### src/rtl/sirq_pkg.sv
package sirq_pkg;
  typedef enum logic [2:0] {
    ST_IDLE  = 3'd0,
    ST_OWN   = 3'd1,
    ST_START = 3'd2,
    ST_TA    = 3'd3,
    ST_DATA  = 3'd4,
    ST_STOP  = 3'd5,
    ST_TURN  = 3'd6
  } sirq_state_e;

  localparam int unsigned CLKS_PER_FRAME = 3;
  localparam logic [1:0]  PH_SAMPLE      = 2'd0;
  localparam logic [1:0]  PH_RECOVER     = 2'd1;
  localparam logic [1:0]  PH_TURN        = 2'd2;
endpackage

### src/rtl/sirq_src_latch.sv
module sirq_src_latch #(
  parameter int unsigned WIDTH = 17
) (
  input  logic             clk,
  input  logic             rst_n,
  input  logic [WIDTH-1:0] src_n,
  input  logic             capture,
  output logic [WIDTH-1:0] snap_n,
  output logic             pending
);
  logic [WIDTH-1:0] snap_q, snap_d;
  logic [WIDTH-1:0] last_q, last_d;

  always_comb begin
    snap_d = snap_q;
    last_d = last_q;
    if (capture) begin
      snap_d = src_n;
      last_d = src_n;
    end
  end

  always_ff @(posedge clk or negedge rst_n) begin
    if (!rst_n) begin
      snap_q <= '1;
      last_q <= '1;
    end else if (capture) begin
      snap_q <= snap_d;
      last_q <= last_d;
    end
  end

  assign snap_n  = snap_q;
  assign pending = (src_n != last_q);

  AST_SNAP_HOLD: assert property (@(posedge clk) disable iff (!rst_n)
    !capture |=> $stable(snap_q));
endmodule

### src/rtl/sirq_seq.sv
module sirq_seq
  import sirq_pkg::*;
#(
  parameter int unsigned NFRAMES = 17,
  localparam int unsigned FW     = $clog2(NFRAMES)
) (
  input  logic          clk,
  input  logic          rst_n,
  input  logic          line,
  input  logic          quiet,
  input  logic          pending,
  input  logic          stop_done,
  output logic [FW-1:0] frame,
  output logic [1:0]    phase,
  output logic          in_data,
  output logic          own_drive,
  output logic          in_stop,
  output logic          capture
);
  localparam logic [FW-1:0] LAST = FW'(NFRAMES - 1);

  sirq_state_e   state_q, state_d;
  logic [FW-1:0] frame_q, frame_d;
  logic [1:0]    phase_q, phase_d;
  logic          cnt_en;

  always_comb begin
    state_d = state_q;
    frame_d = frame_q;
    phase_d = phase_q;
    unique case (state_q)
      ST_IDLE: begin
        if (!line)                 state_d = ST_START;
        else if (quiet && pending) state_d = ST_OWN;
      end
      ST_OWN:   state_d = ST_START;
      ST_START: if (line) state_d = ST_TA;
      ST_TA: begin
        state_d = ST_DATA;
        frame_d = '0;
        phase_d = PH_SAMPLE;
      end
      ST_DATA: begin
        if (phase_q != PH_TURN) begin
          phase_d = phase_q + 2'd1;
        end else begin
          phase_d = PH_SAMPLE;
          if (frame_q == LAST) state_d = ST_STOP;
          else                 frame_d = frame_q + FW'(1);
        end
      end
      ST_STOP: if (stop_done) state_d = ST_TURN;
      ST_TURN: state_d = ST_IDLE;
      default: state_d = ST_IDLE;
    endcase
  end

  assign cnt_en = (state_q == ST_TA) || (state_q == ST_DATA);

  always_ff @(posedge clk or negedge rst_n) begin
    if (!rst_n) state_q <= ST_IDLE;
    else        state_q <= state_d;
  end

  always_ff @(posedge clk or negedge rst_n) begin
    if (!rst_n) begin
      frame_q <= '0;
      phase_q <= PH_SAMPLE;
    end else if (cnt_en) begin
      frame_q <= frame_d;
      phase_q <= phase_d;
    end
  end

  assign frame     = frame_q;
  assign phase     = phase_q;
  assign in_data   = (state_q == ST_DATA);
  assign own_drive = (state_q == ST_OWN);
  assign in_stop   = (state_q == ST_STOP);
  assign capture   = (state_q == ST_START) && line;

  AST_STOP_AFTER_LAST: assert property (@(posedge clk) disable iff (!rst_n)
    $rose(in_stop) |-> ($past(frame_q) == LAST && $past(phase_q) == PH_TURN));
endmodule

### src/rtl/sirq_mode.sv
module sirq_mode (
  input  logic clk,
  input  logic rst_n,
  input  logic line,
  input  logic in_stop,
  output logic stop_done,
  output logic quiet
);
  logic [1:0] cnt_q, cnt_d;
  logic       quiet_q, quiet_d;
  logic       cnt_en;

  assign stop_done = in_stop && line && (cnt_q != 2'd0);
  assign cnt_en    = in_stop;

  always_comb begin
    cnt_d   = cnt_q;
    quiet_d = quiet_q;
    if (in_stop && !line) begin
      cnt_d = (cnt_q == 2'd3) ? 2'd3 : cnt_q + 2'd1;
    end else if (stop_done) begin
      cnt_d   = 2'd0;
      quiet_d = (cnt_q == 2'd2);
    end
  end

  always_ff @(posedge clk or negedge rst_n) begin
    if (!rst_n) begin
      cnt_q   <= 2'd0;
      quiet_q <= 1'b0;
    end else if (cnt_en) begin
      cnt_q   <= cnt_d;
      quiet_q <= quiet_d;
    end
  end

  assign quiet = quiet_q;

  AST_MODE_HOLD: assert property (@(posedge clk) disable iff (!rst_n)
    !stop_done |=> $stable(quiet_q));
endmodule

### src/rtl/sirq_slave.sv
module sirq_slave
  import sirq_pkg::*;
#(
  parameter int unsigned NUM_IRQ = 16
) (
  input  logic               clk,
  input  logic               rst_n,
  input  logic [NUM_IRQ-1:0] irq_n,
  input  logic               chk_n,
  input  logic               sirq_in,
  output logic               sirq_oe,
  output logic               sirq_out,
  output logic               quiet_mode
);
  localparam int unsigned NFRAMES = NUM_IRQ + 1;
  localparam int unsigned FW      = $clog2(NFRAMES);

  logic [1:0]         rst_q;
  logic               rst_n_s;
  logic [NFRAMES-1:0] snap_n;
  logic               pending, capture, stop_done, quiet;
  logic [FW-1:0]      frame;
  logic [1:0]         phase;
  logic               in_data, own_drive, in_stop, sel_n;

  always_ff @(posedge clk or negedge rst_n) begin
    if (!rst_n) rst_q <= 2'b00;
    else        rst_q <= {rst_q[0], 1'b1};
  end
  assign rst_n_s = rst_q[1];

  sirq_src_latch #(.WIDTH(NFRAMES)) u_src (
    .clk(clk), .rst_n(rst_n_s), .src_n({chk_n, irq_n}),
    .capture(capture), .snap_n(snap_n), .pending(pending)
  );

  sirq_seq #(.NFRAMES(NFRAMES)) u_seq (
    .clk(clk), .rst_n(rst_n_s), .line(sirq_in), .quiet(quiet),
    .pending(pending), .stop_done(stop_done), .frame(frame), .phase(phase),
    .in_data(in_data), .own_drive(own_drive), .in_stop(in_stop),
    .capture(capture)
  );

  sirq_mode u_mode (
    .clk(clk), .rst_n(rst_n_s), .line(sirq_in), .in_stop(in_stop),
    .stop_done(stop_done), .quiet(quiet)
  );

  assign sel_n      = snap_n[frame];
  assign sirq_oe    = own_drive || (in_data && (phase != PH_TURN) && !sel_n);
  assign sirq_out   = in_data && (phase == PH_RECOVER);
  assign quiet_mode = quiet;

  AST_RECOV_AFTER_LOW: assert property (@(posedge clk) disable iff (!rst_n_s)
    (in_data && sirq_oe && !sirq_out) |=> (sirq_oe && sirq_out));
  AST_RELEASE_AFTER_HIGH: assert property (@(posedge clk) disable iff (!rst_n_s)
    (sirq_oe && sirq_out) |=> !sirq_oe);
  AST_OWN_ONE_CLK: assert property (@(posedge clk) disable iff (!rst_n_s)
    own_drive |=> !sirq_oe);
  AST_NO_SELF_START_CONT: assert property (@(posedge clk) disable iff (!rst_n_s)
    own_drive |-> $past(quiet_mode));
endmodule

### config.mk
export PLATFORM = sky130hd
export DESIGN_NAME = sirq_slave
export DESIGN_NICKNAME = d
export VERILOG_FILES = /design/src/rtl/sirq_pkg.sv /design/src/rtl/sirq_src_latch.sv /design/src/rtl/sirq_seq.sv /design/src/rtl/sirq_mode.sv /design/src/rtl/sirq_slave.sv
export SDC_FILE = /design/constraint.sdc
export NUM_CORES = 1
export LEC_CHECK = 0
export CAP_MARGIN = 10
export CORE_MARGIN = 2
export CORE_UTILIZATION = 55
export CTS_BUF_LIST = sky130_fd_sc_hd__clkbuf_4 sky130_fd_sc_hd__clkbuf_8 sky130_fd_sc_hd__clkbuf_16
export CTS_CLUSTER_SIZE = 10
export DETAILED_ROUTE_END_ITERATION = 10
export GPL_TIMING_DRIVEN = 0
export MAX_ROUTING_LAYER = met4
export PLACE_DENSITY = 0.87
export SLEW_MARGIN = 30
export SYNTH_ARGS = -nofsm -noshare
export SYNTH_HDL_FRONTEND = slang
export SYNTH_SLANG_ARGS = --single-unit
export TNS_END_PERCENT = 5
### constraint.sdc
create_clock -name clk -period 1.9 [get_ports clk]
set_input_delay 0.19 -clock clk [delete_from_list [all_inputs] [get_ports clk]]
set_output_delay 0.19 -clock clk [all_outputs]
set_load 0.05 [all_outputs]
==> results.md <==
* GRT Overall Usage at 23.4%
* Root buf cell: clkbuf_4
* Fin worst setup slack at -368 ps
* Antenna Nets Post-Route at 0
* Synth Warn # at 0
* Max Cap Violations at 0
* Most common cell after layout, fill and taps aside: clkdlybuf4s50_1
* Routed WL per cell at 15.9 um
* Grt total ovfl at 0
* Critical path arrival at 2080 ps
* Status: finished with violations
* Die width at 61.2 um
* Placed inst area at 0.00211 mm2
* Worst r2r dst: u_src.snap_n[7]
* Multiplexer area fraction after synthesis at 15.9%
* Seq/Total Area, Yosys at 45.7%
* Routed vias/inst at 5.91
* CP required at 1710 ps
* Sink Count at 32
* Fillers at 223
* Failing checks: negative setup slack
* Worst r2r src: u_seq.state_q[0]
* VDD IR max at 0.000851 V
* First-pass GRT wire length at 6000 um
* Synth Area in Simple Gates at 17.0%
* Reg2Reg Setup Slack at 110 ps
* Rows at 20
* Final Cell Area at 0.00224 mm2
* Starting density of the core at 58.5%
* Slew headroom at 57.4%
* Layout Utilization at 72.7%
* Die height at 61.2 um
* Clock buffer count from CTS at 5
* Worst r2r path cells at 4
* Ys async rst share at 100%
* Initial antenna violation count at 0
* Most frequent cells in the layout: clkdlybuf4s50_1, mux2_2, dfstp_2, xor2_1, dfrtp_1
* Ratio of cells with drive above 1 in the final layout at 36.0%
* Largest net degree at the start of global routing at 31
* Synthesized cell area at 0.00180 mm2
* Final slew viol count at 0
* Setup-failing EPs final at 2
* Setup Skew at 19.5 ps
* RSZ-0062 raised after global routing: yes
* Pre-Repair DR Iteration Count at 5
* Netlist cell types at 44
* Slew @ Worst Pin at 638 ps
* Post-route DRC violation count at 0
* Largest family of logic cells by synthesized area: simple AND/OR/NAND/NOR gates
* Cell Pwr Density at 1390 mW/mm2
* CP Launch Type: flop
* Fin crit share at 119%
* Syn Nets at 175
* CTS tree: done
* Hold WC Path Type: reg2async
* Vias in the first global route at 1322
* WS Path Type: reg2out
* Clk Latency, worst-skew pair at 340 ps
* Leakage at 0.854 nW
* Vias at 1360
* Dpl hpwl at 2700 um
* Fmax at 441 MHz
* Maximum clock insertion buffer count at 2
* H-tree depth at 2
* Fin nets at 207
* GPL Wtd Cong at 0.856
* Post-synthesis xor/xnor area fraction at 9.24%
* Area delta synth->final at 24.3%
* Avg Inst Size Synth at 11.8 um2
* Crit-path max FO at 3
* Synth Register Bits at 32
* Synth Area in Compound Gates at 7.85%
* Antenna fix cells at 0
* Hold Fails Final Rpt at 0
* Number of flops mapped to enable cells by yosys at 0
* DIE AREA at 0.00375 mm2
* IO Pins at 23
* Most used DFF post-synth: dfstp_2
* Syn Inst Count at 153
* IO Port Bufs at 22
* Clk pin slew, worst setup/hold paths at 110 ps
* Critical Path Sink Type: primary output
* DR iter-0 viols at 89
* Min cycle time layout at 2270 ps
* Core ar. at 0.00308 mm2
* Final wirelength at 3650 um
* Post-Synth Adder-Cell Area at 1.39%
power breakdown:
part	total [mW]	internal (mW)	switching, mW	leakage (nW)
Clock	0.410	0.176	0.234	0.0380
Combinational	1.27	0.689	0.577	0.450
Sequential	1.43	1.10	0.324	0.365
stage by stage:
step                cells  setup slack, ps  setup TNS, ps  hold WS [ps]  power, mW
global route          230             -426           -537           350       3.28
detailed placement    219             -608          -1800           311       2.62
floorplan             153            -55.7          -55.7          -106       2.30
CTS                   229             -319           -352           313       3.07
global placement      219             -601          -1750           337       2.55
finish                230             -368           -397           287       3.10
flip-flops by register name, summed over array words and instances, names as in the netlist:
signal and count:
u_mode.cnt_q 2, u_seq.state_q 3, u_seq.frame 5, u_src.snap_n 17
rst_q 2, u_seq.phase 2, u_mode.quiet 1
cell usage after synthesis, drive strengths merged, types with 2 or more instances:
master | count | area share, %
nor3 | 2 | 1.5
a2111oi | 3 | 1.5
inv | 3 | 0.63
a31oi | 3 | 1.0
nor2b | 6 | 2.1
dfrtp | 15 | 21
a31o | 2 | 0.97
nand2b | 3 | 1.0
xor2 | 12 | 5.8
and3 | 2 | 0.69
mux2i | 5 | 2.8
ha | 2 | 1.4
nor2 | 7 | 1.5
nand3 | 6 | 1.7
xnor2 | 7 | 3.4
buf | 5 | 2.2
o21ai | 2 | 0.56
a21oi | 4 | 1.1
mux2 | 17 | 11
nor3b | 2 | 0.83
nor4 | 5 | 2.1
o31ai | 3 | 1.3
nand2 | 7 | 1.5
dfstp | 17 | 25
mux4 | 2 | 2.5
cell families after synthesis:
kind of cell,count (synthesis)
fa+ha+maj,2
flops,32
other cells,1
mux,24
compound gates,20
simple gates,47
buf+inv,8
xor+xnor,19
worst max-delay path: stages, from the launching register on:
cell,delay [ps]
dfrtp_2,430
buf_12,120
mux4_2,490
mux2i_1,170
nor3b_1,90
a2111oi_4,240
buf_6,210
cell type report:
class | instances | area (um2) | area share [%]
plain buffers | 5 | 46.3 | 2.07
clock buffers | 6 | 51.3 | 2.29
clock inverters | 2 | 10.0 | 0.447
repair buffers | 25 | 260 | 11.6
well taps | 44 | 55.1 | 2.46
inverters | 3 | 11.3 | 0.503
multi-input cells | 113 | 976 | 43.6
flip-flops and latches | 32 | 827 | 37.0
metal layers:
layer  part of all wire (%)  global-route usage, %  wire [um]  up-vias
met1                     43                   27.7       1560      684
met5                      0                      -          0        -
met2                     51                   36.3       1870       41
met4                    2.1                   10.6         78        0
met3                    3.9                   7.56        141       12
li1                       -                      -          -      623
repair_timing:
action	4_1_cts	5_1_grt
setup endpoints to repair	2	6
hold buffers	1	0
gates resized for setup	18	3
cloned	0	0
pin swaps	2	1
setup buffers	1	1
hold endpoints to repair	2	0
how the worst max path moves through the flow:
stage                         from      end  slack (ps)  depth (start not counted)
detailed placement  u_seq.frame[0]  sirq_oe        -610                          6
finish              u_seq.frame[0]  sirq_oe        -370                          6
CTS                 u_seq.frame[0]  sirq_oe        -320                          6
floorplan           u_seq.frame[0]  sirq_oe         -60                          5
global placement    u_seq.frame[0]  sirq_oe        -600                          6
global route        u_seq.frame[0]  sirq_oe        -430                          6
No activity file was read; power rests on OpenSTA's default activity.
